[src/rtl/skip6_pkg.sv]
package skip6_pkg;
  localparam int CNT_W   = 3;
  localparam int SEQ_LEN = 6;
  localparam int BIT_A   = CNT_W - 1;
  localparam int BIT_B   = CNT_W - 2;
  localparam int BIT_C   = 0;

  typedef logic [CNT_W-1:0] code_t;

  // JK storage rule for one bit
  function automatic logic jk_rule(input logic q, input logic j, input logic k);
    logic r;
    unique case ({j, k})
      2'b00: r = q;
      2'b01: r = 1'b0;
      2'b10: r = 1'b1;
      default: r = ~q;
    endcase
    return r;
  endfunction

  // Intended successor, written as a table of the loop plus recovery codes
  function automatic code_t seq_next(input code_t c);
    code_t r;
    unique case (c)
      3'd0: r = 3'd1;
      3'd1: r = 3'd2;
      3'd2: r = 3'd4;
      3'd3: r = 3'd4;
      3'd4: r = 3'd5;
      3'd5: r = 3'd6;
      3'd6: r = 3'd0;
      default: r = 3'd0;
    endcase
    return r;
  endfunction

  function automatic logic is_unused(input code_t c);
    return (c == 3'd3) || (c == 3'd7);
  endfunction
endpackage

[src/rtl/skip6_excite.sv]
module skip6_excite
  import skip6_pkg::*;
(
  input  logic [CNT_W-1:0] state,
  output logic [CNT_W-1:0] j_vec,
  output logic [CNT_W-1:0] k_vec
);
  logic a_q, b_q, c_q;

  assign a_q = state[BIT_A];
  assign b_q = state[BIT_B];
  assign c_q = state[BIT_C];

  // minimized excitation, unused codes treated as don't-care
  always_comb begin
    j_vec        = '0;
    k_vec        = '0;
    j_vec[BIT_A] = b_q;
    k_vec[BIT_A] = b_q;
    j_vec[BIT_B] = c_q;
    k_vec[BIT_B] = 1'b1;
    j_vec[BIT_C] = ~b_q;
    k_vec[BIT_C] = 1'b1;
  end

  always_comb begin
    AST_KB_KC_HIGH: assert (k_vec[BIT_B] && k_vec[BIT_C]);
    AST_JA_EQ_KA: assert (j_vec[BIT_A] == k_vec[BIT_A] || $isunknown(a_q));
  end
endmodule

[src/rtl/skip6_jk_cell.sv]
module skip6_jk_cell
  import skip6_pkg::*;
(
  input  logic clk,
  input  logic rst,
  input  logic ld_en,
  input  logic ld_val,
  input  logic j,
  input  logic k,
  output logic q
);
  logic step_en;
  logic q_next;

  assign step_en = !rst && !ld_en;
  assign q_next  = jk_rule(q, j, k);

  always_ff @(posedge clk) begin
    if (rst)        q <= 1'b0;
    else if (ld_en) q <= ld_val;
    else            q <= q_next;
  end

  AST_JK_HOLD: assert property (@(posedge clk) disable iff (rst)
    (step_en && !j && !k) |=> (q == $past(q)));
  AST_JK_CLEAR: assert property (@(posedge clk) disable iff (rst)
    (step_en && !j && k) |=> !q);
  AST_JK_SET: assert property (@(posedge clk) disable iff (rst)
    (step_en && j && !k) |=> q);
  AST_JK_TOGGLE: assert property (@(posedge clk) disable iff (rst)
    (step_en && j && k) |=> (q != $past(q)));
endmodule

[src/rtl/skip6_counter.sv]
module skip6_counter
  import skip6_pkg::*;
(
  input  logic             clk,
  input  logic             rst,
  input  logic             load_en,
  input  logic [CNT_W-1:0] load_code,
  output logic [CNT_W-1:0] count
);
  logic [CNT_W-1:0] j_vec;
  logic [CNT_W-1:0] k_vec;
  logic [CNT_W-1:0] state_q;
  logic             normal_step;
  logic             on_unused;

  assign normal_step = !rst && !load_en;
  assign on_unused   = is_unused(state_q);

  skip6_excite u_excite (
    .state (state_q),
    .j_vec (j_vec),
    .k_vec (k_vec)
  );

  for (genvar gi = 0; gi < CNT_W; gi++) begin : g_bit
    skip6_jk_cell u_cell (
      .clk    (clk),
      .rst    (rst),
      .ld_en  (load_en),
      .ld_val (load_code[gi]),
      .j      (j_vec[gi]),
      .k      (k_vec[gi]),
      .q      (state_q[gi])
    );
  end

  assign count = state_q;

  AST_RESET_CLEARS: assert property (@(posedge clk) disable iff (rst)
    $fell(rst) |-> (count == '0));
  AST_LOOP_STEP: assert property (@(posedge clk) disable iff (rst)
    normal_step |=> (count == seq_next($past(count))));
  AST_NO_UNUSED: assert property (@(posedge clk) disable iff (rst)
    normal_step |=> !on_unused);
  AST_RECOVER_3: assert property (@(posedge clk) disable iff (rst)
    (normal_step && count == 3'd3) |=> (count == 3'd4));
  AST_RECOVER_7: assert property (@(posedge clk) disable iff (rst)
    (normal_step && count == 3'd7) |=> (count == 3'd0));
  AST_LOAD_TAKES: assert property (@(posedge clk) disable iff (rst)
    load_en |=> (count == $past(load_code)));
endmodule

[config.mk]
export PLATFORM = sky130hd
export DESIGN_NAME = skip6_counter
export DESIGN_NICKNAME = d
export VERILOG_FILES = /design/src/rtl/skip6_pkg.sv /design/src/rtl/skip6_excite.sv /design/src/rtl/skip6_jk_cell.sv /design/src/rtl/skip6_counter.sv
export SDC_FILE = /design/constraint.sdc
export NUM_CORES = 1
export LEC_CHECK = 0
export CORE_AREA = 2 2 39 41
export CTS_CLUSTER_SIZE = 40
export DETAILED_ROUTE_END_ITERATION = 10
export DIE_AREA = 0 0 41 43
export DONT_BUFFER_PORTS = 1
export GPL_TIMING_DRIVEN = 0
export PLACE_DENSITY = 0.3
export SLEW_MARGIN = 20
export SYNTH_ARGS = -nofsm -noshare
export SYNTH_HDL_FRONTEND = slang
export SYNTH_SLANG_ARGS = --single-unit
[constraint.sdc]
create_clock -name clk -period 1.2 [get_ports clk]
set_clock_uncertainty 0.05 [all_clocks]
set_input_delay 0 -clock clk [delete_from_list [all_inputs] [get_ports clk]]
set_output_delay 0 -clock clk [all_outputs]
set_load 0.01 [all_outputs]
# Yosys cells after proc, flatten, opt, wreduce, memory -nomap -nowiden
# Cells that the tools add are included.
[totals]
elab_cells = 20
out_inout_bits = 3
regBits = 3
[op_classes]
n_eq_ne = 5
n_bitwise = 3
reduce_logical = 3
muxes = 6
[ops]
columns = ["operator", "count"]
rows = [
  ["2-bit logical NOT", 3],
  ["2-bit != test, second input constant", 3],
  ["1-bit case mux with 2 select lines", 2],
  ["1-bit 2-to-1 mux", 3],
  ["1-bit inverter", 3],
  ["1-bit case mux with 3 select lines", 1],
  ["2-bit by 1-bit == test with 1-bit output, second input constant", 1],
  ["2-bit == test, second input constant", 1],
]

# Depth between registers and ports, before layout
[logic_depth]
word_depth = 4
depth_mapped = 2
depth_no_buf = 2

# Hierarchy
# From an unflattened synthesis, not the netlist that was laid out.
[hier_totals]
cells_unflattened = 40
hier_area_um2 = 334.1
[by_module_without_submodules]
columns = ["module", "cells_each", "seq_area_each_um2", "area_per_inst_um2", "instances"]
rows = [
  ["skip6_jk_cell", 11, 20.0, 96.3, 3],
  ["skip6_excite", 7, 0.0, 45.0, 1],
]

# Least setup slack after synthesis
# OpenSTA, ideal clock, no wires.
[synth_path]
path_kind = "reg2reg"
startpoint = "register g_bit[1].u_cell.q"
endpoint = "register g_bit[1].u_cell.q"
arrival_time_ns = 0.792
setup_slack_ns = 0.289
stages_incl_launch_ff = 3
path_buffers = 0
path_cell_list = "dfxtp_1 or3b_1 a21oi_1"
[synth_between]
elab_chain_len = 3
[synth_rtl]
columns = ["item", "line", "rtl"]
rows = [
  ["start, declared", "skip6_jk_cell.sv:10", "output logic q"],
  ["start signal, assigned", "skip6_jk_cell.sv:20", "else if (ld_en) q <= ld_val;"],
  ["start signal, assigned", "skip6_jk_cell.sv:21", "else q <= q_next;"],
  ["1-bit inverter", "skip6_pkg.sv:17", "default: r = ~q;"],
  ["1-bit case mux with 2 select lines", "skip6_pkg.sv:13", "unique case ({j, k})"],
  ["1-bit 2-to-1 mux", "skip6_jk_cell.sv:20", ""],
]
# No other way between the ends.
# A chain may end at the register's enable or synchronous reset.

# Final worst setup path
[layout_path]
startpoint = "input load_code[0]"
endpoint = "register g_bit[0].u_cell.q"
[layout_between]
elab_chain_len = 1
[layout_rtl]
columns = ["item", "line", "rtl"]
rows = [
  ["start, declared", "skip6_counter.sv:7", "input logic [CNT_W-1:0] load_code,"],
  ["1-bit 2-to-1 mux", "skip6_jk_cell.sv:20", ""],
  ["end signal, assigned", "skip6_jk_cell.sv:20", ""],
  ["end signal, assigned", "skip6_jk_cell.sv:21", ""],
  ["end, declared", "skip6_jk_cell.sv:10", ""],
]
# No other way between the ends.

==> impl_metrics.yaml <==
clock_tree:
  clkSinkCount: 3
  clockBufferDepth: 2
  clock_latency_ns: 0.23
  cts_tree: "done"
  htreeDepth: 1
  cts-root-buf: "clkbuf_4"
  clkTransAtPathRegs_ns: 0.03
  numCtsBuffers: 3
  post-cts-setup-buffer-count: 0
yosys:
  synth_edf_count: 0
  synthArstFlopShare_pct: 0
  ys.flop_type: "dfxtp_1"
  netlist_area_um2: 141.4
  synth.avg_cell_area_um2: 8.837
  ys_types: 10
  synth-seq-area-share_pct: 42.48
  postSynthCellCount: 16
  ys_ff_latch: 3
  syn_nets: 22
  ys_top_cells_by_count: "3 x buf_4, 3 x dfxtp_1, 2 x a21oi_1, 2 x nand2_1"
  yosys-top-cells-area: "dfxtp_1 42%, buf_4 16%, a21oi_1 7.1%, or3b_1 6.2%, xnor2_1 6.2%"
  yosysWarnings: 0
  synth_top_area_cell: "dfxtp_1"
  synth_top_area_share_pct: 42.48
placed_design:
  dp_slack_ns: 0.2503
  place_area_um2: 161.4
  dp_hpwl_um: 227.1
  dp_cells: 32
  io_buffers: 0
  gp_congestion: 0.6442
critical_path:
  cp.required_ns: 1.31
  endpoint_kind: "flip-flop"
  rrSetupSlack_ns: 0.24
  worstSetupStartpoint: "load_code[0]"
  cpPeakStageDelay_ns: 0.54
  crit_type: "input port to flip-flop"
  arrival_ns: 1.23
  worstReg2RegEnd: "g_bit[1].u_cell.q$_SDFF_PP0_"
  ff2ff_path_depth: 2
  cp_max_fo: 1
  crit_family: "buffers and inverters"
  path_buf_inv: 2
  path_common_cell: "dlygate4sd3_1"
  start_kind: "input port"
  crit_slowest_cell: "dlygate4sd3_1"
  worstPathCellList: "dlygate4sd3_1 -> nand2_1 -> dlygate4sd3_1 -> a21oi_1"
  r2r-start: "g_bit[1].u_cell.q$_SDFF_PP0_"
finish:
  largest_register: "g_bit.u_cell.q"
  largest_registers: "g_bit.u_cell.q: 3 flops"
  diodes: 0
  final_area_um2: 247.7
  largest_register_ffs: 3
  area_delta_synth_final_pct: 75.22
  drive_above_1_share_pct: 23.08
  fin_nets: 33
  fin_util_pct: 17.90
  layout.cells.non_filler: 42
global_route:
  grt-busiest-layer: "met4"
  use_met1_pct: 4.180
  grt_pass1_vias: 137
  grt_use_total_pct: 5.321
  grt_pass1_wl_um: 524
  antenna_found_initial: 0
  use_met2_pct: 6.875
  grt_use_met3_pct: 3.141
  grt-ovfl-total: 0
  grt_max_degree: 6
detailed_routing:
  wl_um: 333
  drtIter0Drc: 5
  vias: 141
  via_per_inst: 3.357
  firstDrtPassIters: 5
  ant_nets: 0
  post_drt_wl_per_cell_um: 7.929
  drc: 0
hold_path:
  hp-start: "rst"
  whs_path_depth: 2
  min_path_type: "input port to flip-flop"
  hold_end: "g_bit[1].u_cell.q$_SDFF_PP0_"
floorplan:
  dieArea_um2: 1763
  start_util_pct: 10.22
  die_w_um: 41
  row_count: 14
  chipHeight_um: 43
  ios: 9
  core_area_um2: 1384
flow_run:
  maxCapViolCount: 0
sta:
  rsz0062_at_grt: "no"
  timing.slew.headroom_pct: 88.52
  whs_ns: 0.4011
  finalHoldViolCount: 0
  finalCritPeriodShare_pct: 93.55
  fin_ws_ns: 0.07739
  fmax_mhz: 890.8
  final-setup-viol-count: 0
  tns_ns: 0
  final_max_slew_viol_count: 0
  worst_pin_slew_ns: 0.1711
  fin_crit_ns: 1.123
run_status:
  status: "finished, final reports clean"
power_and_ir_drop:
  cellLeakagePower_nw: 0.1011
  power_mw: 0.3338
  ir_worst_vdd_mv: 0.2678
  power_density_nw_per_um2: 1347
-- worst max-delay path by stage --
stage	end	slack [ns]	cells after the start
floorplan	g_bit[1].u_cell.q$_SDFF_PP0_	0.29	2
global placement	g_bit[1].u_cell.q$_SDFF_PP0_	0.26	2
detailed placement	g_bit[1].u_cell.q$_SDFF_PP0_	0.25	2
CTS	g_bit[0].u_cell.q$_SDFF_PP0_	0.07	4
global route	g_bit[0].u_cell.q$_SDFF_PP0_	0.008	4
finish	g_bit[0].u_cell.q$_SDFF_PP0_	0.08	4
-- repair_timing --
item                      CTS  global route
hold endpoints to repair    3             0
hold buffers                6             0
gates resized for setup     0             0
-- layout by cell type, fill, tap and decap left out, drive strengths merged --
master / count
nor2b: 1
buf: 3
inv: 1
or3b: 1
clkbuf: 4
a211oi: 1
dlygate4sd3: 6
nand2: 2
xnor2: 1
or3: 1
a21oi: 2
dfxtp: 3
-- power breakdown --
part / switching [mW] / internal, mW
Sequential: 0.00556 / 0.108
Combinational: 0.0169 / 0.0312
Clock: 0.0479 / 0.124
Total: 0.0703 / 0.263
-- layer usage --
metal	vias up	part of all wire [%]
met5	-	0
met4	0	0
met3	0	2.4
met2	1	68
met1	68	29
li1	72	-
-- layout make-up --
type	count	area, µm²
inverter	1	3.754
fill	158	1136
timing repair buffer	6	60.06
multi-input combinational	9	55.05
sequential	3	60.06
clock buffer	4	26.28
tap	16	20.02
buffer	3	22.52
-- kinds of logic (layout without fill, tap and decap cells) --
family          Yosys count  count (layout)  synth area share [%]
flops                     3               3                 42.48
compound gates            3               3                 12.39
buf+inv                   4              14                 18.58
xor+xnor                  1               1                 6.196
simple gates              5               5                 20.36
Note: power is estimated with default switching activity, not from simulation.
